File: src/rtl/lane_avg_pkg.sv
package lane_avg_pkg;

  localparam int OPC_W = 2;

  typedef enum logic [OPC_W-1:0] {
    OPC_PASS0 = 2'b00,
    OPC_AVG   = 2'b01,
    OPC_PASS2 = 2'b10,
    OPC_PASS3 = 2'b11
  } avg_opc_e;

  // strobes from control to datapath
  typedef struct packed {
    logic loadRes;
    logic selAvg;
  } avg_strobe_t;

endpackage

File: src/rtl/lane_avg_lane.sv
module lane_avg_lane #(
  parameter int LANE_W   = 8,
  parameter int AVG_FORM = 0
) (
  input  logic [LANE_W-1:0] laneA,
  input  logic [LANE_W-1:0] laneB,
  output logic [LANE_W-1:0] laneAvg
);

  localparam logic [LANE_W:0]   ONE_W = {{LANE_W{1'b0}}, 1'b1};
  localparam logic [LANE_W-1:0] LSB_M = {{(LANE_W-1){1'b0}}, 1'b1};

  logic [LANE_W:0]   wideSum;
  logic [LANE_W-1:0] halfA;
  logic [LANE_W-1:0] halfB;
  logic [LANE_W-1:0] roundBit;

  assign wideSum  = {1'b0, laneA} + {1'b0, laneB} + ONE_W;
  assign halfA    = laneA >> 1;
  assign halfB    = laneB >> 1;
  assign roundBit = (laneA | laneB) & LSB_M;

  generate
    if (AVG_FORM == 0) begin : g_wide
      assign laneAvg = wideSum[LANE_W:1];
    end else begin : g_carry_free
      assign laneAvg = halfA + halfB + roundBit;
    end
  endgenerate

  // whichever form is built, it must match the other one
  always_comb begin
    a_r4_forms_agree: assert (wideSum[LANE_W:1] == halfA + halfB + roundBit)
      else $error("lane forms disagree");
  end

endmodule

File: src/rtl/lane_avg_ctrl.sv
module lane_avg_ctrl
  import lane_avg_pkg::*;
#(
  parameter int STEP_BYTES = 8,
  parameter int STEP_W     = 4
) (
  input  logic              clk,
  input  logic              rst,
  input  logic              issueValid,
  input  logic [OPC_W-1:0]  issueOp,
  input  logic              modeEn,
  output logic              issueReady,
  output logic              resValid,
  output logic              illegalTrap,
  output logic [STEP_W-1:0] resStep,
  output avg_strobe_t       strb
);

  localparam logic [STEP_W-1:0] STEP_VAL = STEP_W'(STEP_BYTES);

  logic readyQ;
  logic accepted;

  assign issueReady = readyQ;
  assign accepted   = issueValid && readyQ;

  always_comb begin
    strb.loadRes = accepted && modeEn;
    strb.selAvg  = (issueOp == OPC_AVG);
  end

  always_ff @(posedge clk) begin
    if (rst) begin
      readyQ      <= 1'b0;
      resValid    <= 1'b0;
      illegalTrap <= 1'b0;
      resStep     <= '0;
    end else begin
      readyQ      <= 1'b1;
      resValid    <= strb.loadRes;
      illegalTrap <= accepted && !modeEn;
      resStep     <= strb.loadRes ? STEP_VAL : '0;
    end
  end

  a_r5_trap_on_disabled: assert property (@(posedge clk) disable iff (rst)
    (issueValid && issueReady && !modeEn) |=> (illegalTrap && !resValid));

  a_r6_result_next_cycle: assert property (@(posedge clk) disable iff (rst)
    (issueValid && issueReady && modeEn) |=> (resValid && !illegalTrap));

  a_r9_idle_quiet: assert property (@(posedge clk) disable iff (rst)
    !issueValid |=> (!resValid && !illegalTrap));

  a_r10_ready_after_reset: assert property (@(posedge clk) disable iff (rst)
    !rst |=> issueReady);

  a_r8_step_with_valid: assert property (@(posedge clk) disable iff (rst)
    resValid |-> (resStep == STEP_VAL));

endmodule

File: src/rtl/lane_avg_dp.sv
module lane_avg_dp
  import lane_avg_pkg::*;
#(
  parameter int LANES    = 8,
  parameter int LANE_W   = 8,
  parameter int AVG_FORM = 0,
  localparam int DATA_W  = LANES * LANE_W
) (
  input  logic              clk,
  input  logic              rst,
  input  avg_strobe_t       strb,
  input  logic [DATA_W-1:0] opA,
  input  logic [DATA_W-1:0] opB,
  output logic [DATA_W-1:0] resData
);

  logic [DATA_W-1:0] avgWord;
  logic [DATA_W-1:0] resQ;

  generate
    for (genvar li = 0; li < LANES; li++) begin : g_lane
      lane_avg_lane #(
        .LANE_W  (LANE_W),
        .AVG_FORM(AVG_FORM)
      ) u_lane (
        .laneA  (opA[li*LANE_W +: LANE_W]),
        .laneB  (opB[li*LANE_W +: LANE_W]),
        .laneAvg(avgWord[li*LANE_W +: LANE_W])
      );
    end
  endgenerate

  always_ff @(posedge clk) begin
    if (rst) begin
      resQ <= '0;
    end else if (strb.loadRes) begin
      resQ <= strb.selAvg ? avgWord : opA;
    end
  end

  assign resData = resQ;

  a_r5_hold_without_load: assert property (@(posedge clk) disable iff (rst)
    !strb.loadRes |=> $stable(resQ));

endmodule

File: src/rtl/lane_avg_unit.sv
module lane_avg_unit
  import lane_avg_pkg::*;
#(
  parameter int LANES    = 8,
  parameter int LANE_W   = 8,
  parameter int AVG_FORM = 0,
  localparam int DATA_W  = LANES * LANE_W,
  localparam int STEP_BY = DATA_W / 8,
  localparam int STEP_W  = $clog2(STEP_BY) + 1
) (
  input  logic              clk,
  input  logic              rst,
  input  logic              issueValid,
  output logic              issueReady,
  input  logic [OPC_W-1:0]  issueOp,
  input  logic [DATA_W-1:0] opA,
  input  logic [DATA_W-1:0] opB,
  input  logic              modeEn,
  output logic              resValid,
  output logic [DATA_W-1:0] resData,
  output logic [STEP_W-1:0] resStep,
  output logic              illegalTrap
);

  avg_strobe_t strb;

  lane_avg_ctrl #(
    .STEP_BYTES(STEP_BY),
    .STEP_W    (STEP_W)
  ) u_ctrl (
    .clk        (clk),
    .rst        (rst),
    .issueValid (issueValid),
    .issueOp    (issueOp),
    .modeEn     (modeEn),
    .issueReady (issueReady),
    .resValid   (resValid),
    .illegalTrap(illegalTrap),
    .resStep    (resStep),
    .strb       (strb)
  );

  lane_avg_dp #(
    .LANES   (LANES),
    .LANE_W  (LANE_W),
    .AVG_FORM(AVG_FORM)
  ) u_dp (
    .clk    (clk),
    .rst    (rst),
    .strb   (strb),
    .opA    (opA),
    .opB    (opB),
    .resData(resData)
  );

  a_r5_no_valid_with_trap: assert property (@(posedge clk) disable iff (rst)
    !(resValid && illegalTrap));

endmodule

File: config.mk
export PLATFORM = sky130hd
export DESIGN_NAME = lane_avg_unit
export DESIGN_NICKNAME = d
export VERILOG_FILES = /design/src/rtl/lane_avg_pkg.sv /design/src/rtl/lane_avg_lane.sv /design/src/rtl/lane_avg_ctrl.sv /design/src/rtl/lane_avg_dp.sv /design/src/rtl/lane_avg_unit.sv
export SDC_FILE = /design/constraint.sdc
export NUM_CORES = 1
export LEC_CHECK = 0
export BUFFER_PORTS_ARGS = -buffer_cell sky130_fd_sc_hd__buf_2
export CORE_MARGIN = 4
export CORE_UTILIZATION = 51
export DETAILED_ROUTE_END_ITERATION = 8
export PLACE_DENSITY = 0.83
export SYNTH_ARGS = -nofsm -noshare
export SYNTH_HDL_FRONTEND = slang
export SYNTH_HIERARCHICAL = 1
export SYNTH_SLANG_ARGS = --single-unit
File: constraint.sdc
create_clock -name clk -period 2.4 [get_ports clk]
set_input_delay 0.36 -clock clk [delete_from_list [all_inputs] [get_ports clk]]
set_output_delay 0.36 -clock clk [all_outputs]
set_load 0.02 [all_outputs]
# ---- Word level (Yosys, flattened, before mapping)
# Index checks and enable logic that the tools add are counted.
dict set report op_classes {
  n_reduce_logical 4
  n_eq_ne 1
  muxes 3
  n_addsub 16
}
# operator n
set op_table {}
lappend op_table {{$add 8x8->9} 8}
lappend op_table {{$add 9x1->9 const B} 8}
lappend op_table {{$mux 64} 1}
lappend op_table {{$mux 4} 1}
lappend op_table {{$logic_and 1x1->1} 3}
lappend op_table {{$eq 2x1->1 const B} 1}
lappend op_table {{$logic_not 1->1} 1}
lappend op_table {{$mux 1} 1}
dict set report word_totals {
  output_inout_bits 71
  regBits 71
  word_cells 29
  inputBits 134
}

# ---- Longest topological paths before layout
dict set report logic_depth {
  depth_word 3
  ltp_mapped 8
  mapped_depth_nobuf 8
}

# ---- By module
# Netlist, hierarchy kept.
# mod cells_each area_per_inst_um2 n_inst
set modules_own_cells {}
lappend modules_own_cells {lane_avg_dp 284 2832.7 1}
lappend modules_own_cells {{lane_avg_lane at u_dp.g_lane[0].u_lane ...} 42 322.8 5}
lappend modules_own_cells {{lane_avg_lane at u_dp.g_lane[5].u_lane ...} 43 319.1 3}
lappend modules_own_cells {lane_avg_ctrl 13 133.9 1}

# ---- Worst setup path before layout
# OpenSTA, ideal clock, no wires.
dict set report synth_timing {
  kind {input to register}
  startpoint {input port opB[40]}
  endpoint {register u_dp.resQ[45] (netlist: u_dp/resData[45])}
  required_time_ns 2.314
  arrival_ns 1.879
  setup_time_ns 0.086
  setup_slack_ns 0.436
  stages 8
  cell_sequence {or2_2 > fa_1 > a21oi_1 > nor2b_1 > a31oi_1 > xnor2_1 > mux2i_1 > a211oi_1}
}
dict set report synth_between {
  elab_chain_len 3
}
# item line
set synth_lines {}
lappend synth_lines {{from (decl)} lane_avg_unit.sv:17} ;# input logic [DATA_W-1:0] opB,
lappend synth_lines {{$add 8x8->9} lane_avg_lane.sv:18} ;# assign wideSum = {1'b0, laneA} + {1'b0, laneB} + ONE_W;
lappend synth_lines {{$add 9x1->9} lane_avg_lane.sv:18}
lappend synth_lines {{named net u_dp.avgWord[45]} lane_avg_dp.sv:17} ;# logic [DATA_W-1:0] avgWord;
lappend synth_lines {{$mux 64} lane_avg_dp.sv:37} ;# resQ <= strb.selAvg ? avgWord : opA;
lappend synth_lines {{to (signal assigned)} lane_avg_dp.sv:37}
lappend synth_lines {{to (decl)} lane_avg_dp.sv:18} ;# logic [DATA_W-1:0] resQ;
# The timed path passes the listed nets, and every way through them passes these cells.
# A chain may end at the register's enable or synchronous reset.

# ---- Worst setup path after layout
# Ends and elaborated chain as after synthesis.

==> impl_metrics.toml <==
[setup_path]
r2r-end = "u_dp/resData[54]"
endpoint_kind = "flop"
crit_slowest_cell = "fa_1"
cpPeakStageDelay_ns = 0.41
cp_cell_sequence = "buf_2 -> or2_2 -> fa_1 -> a21oi_1 -> nor2b_1 -> a31oi_1 -> xnor2_1 -> mux2i_1 -> a211oi_1"
r2r_start = "u_ctrl/issueReady"
reg2reg_slack_ns = 0.81
critPathLaunchType = "input port"
crit_arrival_ns = 2.15
r2r_cells = 4
worstPathRequired_ns = 2.65
crit_type = "input port to flop"
worstPathMaxFanout = 2

[logic_synthesis]
synthArstFlopShare_pct = 0
synth-edff-count = 0
yosysMostFrequentCell = "nor2_1"
ys_types = 40
yosysSeqAreaShare_pct = 24.2
syn-instance-count = 636
synth_ff_type = "dfxtp_1"
ys_warn_count = 6
ys_ff_latch = 67
syn_avg_cell_area_um2 = 8.71
yosys.area.top_type = "dfxtp_1"
syn-cell-area_mm2 = 0.00554
yosysTopAreaCellShare_pct = 24.2
synth_area_leaders = "dfxtp_1 24%, mux2i_1 13%, ha_1 13%"
synth.top_cells.by_count = "91 x nor2_1, 72 x mux2i_1, 67 x dfxtp_1"

[clock_network]
h-tree-depth = 3
clkLatencyLatePin_ns = 0.32
cts.sinks = 67
ctsResizeCount = 0
ctsLongestPathBuffers = 2
clkTransAtPathRegs_ns = 0.08
cts_setup_buffers = 0
numCtsBuffers = 9
clockRootBuffer = "clkbuf_8"
cts_tree = "built"
hold_buffers = 0

[power]
p_total_mw = 3.22
powerDensity_mw_per_mm2 = 476
leakage_nw = 3.12
vdd_drop_max_mv = 0.305

[timing]
finalCriticalPeriod_ns = 1.90
fin_ws_ns = 0.501
rsz0062_at_grt = "no"
hold_violations = 0
finalMaxSlewViolations = 0
holdWs_ns = 0.359
relSlewSlack_pct = 65.8
tightestPinTransition_ns = 0.512
final.setup.tns_ns = 0
setup_violations = 0
period_share_pct = 79.1
finClkSkew_ns = 0.00846
clock.fmax_mhz = 526

[hold_path]
hold_end = "u_ctrl/resStep[3]"
min-delay-start = "issueValid"
hold_path.class = "input port to flop"
hold_depth = 2

[placement]
dp.cells = 947
placed_area_mm2 = 0.00659
gp_congestion = 0.876
post-place-ws_ns = 0.162
numPortBuffers = 201
place_hpwl_mm = 11.0

[routing]
route.vias.total = 5348
wl_mm = 14.1
route.detailed.drc = 0
drtIter0Drc = 329
wl_per_cell_um = 14.7
firstDrtPassIters = 5
ant_nets = 0
via_per_inst = 5.56

[grt]
grt_start_max_net_pins = 65
grt_usage_pct = 22.0
antenna_found_initial = 0
grt-ovfl-total = 0
grt_pass1_vias = 5029
grt_pass1_wl_mm = 23.6

[finish]
fillCellCount = 968
fin_nets = 1020
area_growth_pct = 21.9
finalCoreUtilization_pct = 64.5
fin_cells = 962
design_area_mm2 = 0.00675
drive_above_1_share_pct = 28.3
insertedDiodeCount = 0

[floorplanning]
core_area_mm2 = 0.0105
die_h_um = 112
start_util_pct = 52.9
rows = 37
ios = 205
dieWidth_um = 112
dieArea_mm2 = 0.0126

[run_status]
status = "finished, final reports clean"

[flow_run]
maxCapViolCount = 0
[layout make-up]
type                       instances  area (um^2)  share of cell area (%)
inverter                          22         82.6                    1.22
clock buffer                      10          128                    1.89
multi-input combinational        517         3910                    58.0
sequential                        67         1340                    19.9
timing repair buffer             205         1090                    16.1
clock inverter                     5         31.3                   0.463
tap                              136          170                    2.52
[worst max-delay path, delay by kind of cell]
family	cells	cell delay, ns
xor+xnor	1	0.16
fa+ha+maj	1	0.41
compound gates	3	0.64
mux	1	0.10
buf+inv	1	0.10
simple gates	2	0.37
[registers in the layout (all words and copies together), names as in the netlist]
register / flops
u_ctrl/issueReady: 1
u_ctrl/illegalTrap: 1
u_dp/resData: 64
u_ctrl/resStep: 1
[worst max path at each step]
stage	cells past startpoint	from	end
2_1_floorplan	8	opB[40]	u_dp/resData[45]
3_3_place_gp	9	opB[40]	u_dp/resData[45]
3_5_place_dp	9	opB[40]	u_dp/resData[45]
4_1_cts	9	opB[40]	u_dp/resData[45]
5_1_grt	9	opB[40]	u_dp/resData[45]
6_report	9	opB[40]	u_dp/resData[45]
[routing by layer]
metal	track usage, %	part of all wire (%)	routed length [um]
met1	28.5	44	6260
met2	37.2	49	6900
met3	3.56	4.5	640
met4	7.69	2.4	333
met5	0	0	0
[where the power goes]
part,internal (mW),total (mW),switching (mW)
Clock,0.367,0.811,0.444
Sequential,1.17,1.20,0.0291
Combinational,0.538,1.21,0.669
[logic make-up after synthesis]
group	synth area share (%)
other	0.0677
XOR/XNOR	3.80
flip-flops	24.2
adder cells (fa/ha/maj)	15.5
buffers and inverters	5.47
AND/OR/NAND/NOR	15.1
multiplexers	13.0
AO/OA/AOI/OAI	22.8
[cell usage in the layout (no fill, tap or decap), drive strengths merged, types with 3 or more instances in the layout]
master     n
clkinv     4
a221oi     8
a2111oi    5
ha        56
buf      205
a31oi      3
a21oi     40
fa         8
nor4       5
dfxtp     67
nand2     19
nor2b     20
a211oi    64
nor3      19
or2        8
inv       22
a211o      3
clkbuf    10
xor2      13
xnor2     11
nand3      8
a21o      10
conb       3
nand2b     3
a21boi     3
a311o     10
o211ai     8
o21ai      8
and3       6
o21bai     8
a221o      3
nor2      91
mux2i     72
Note: power is estimated with default switching activity, not from simulation.
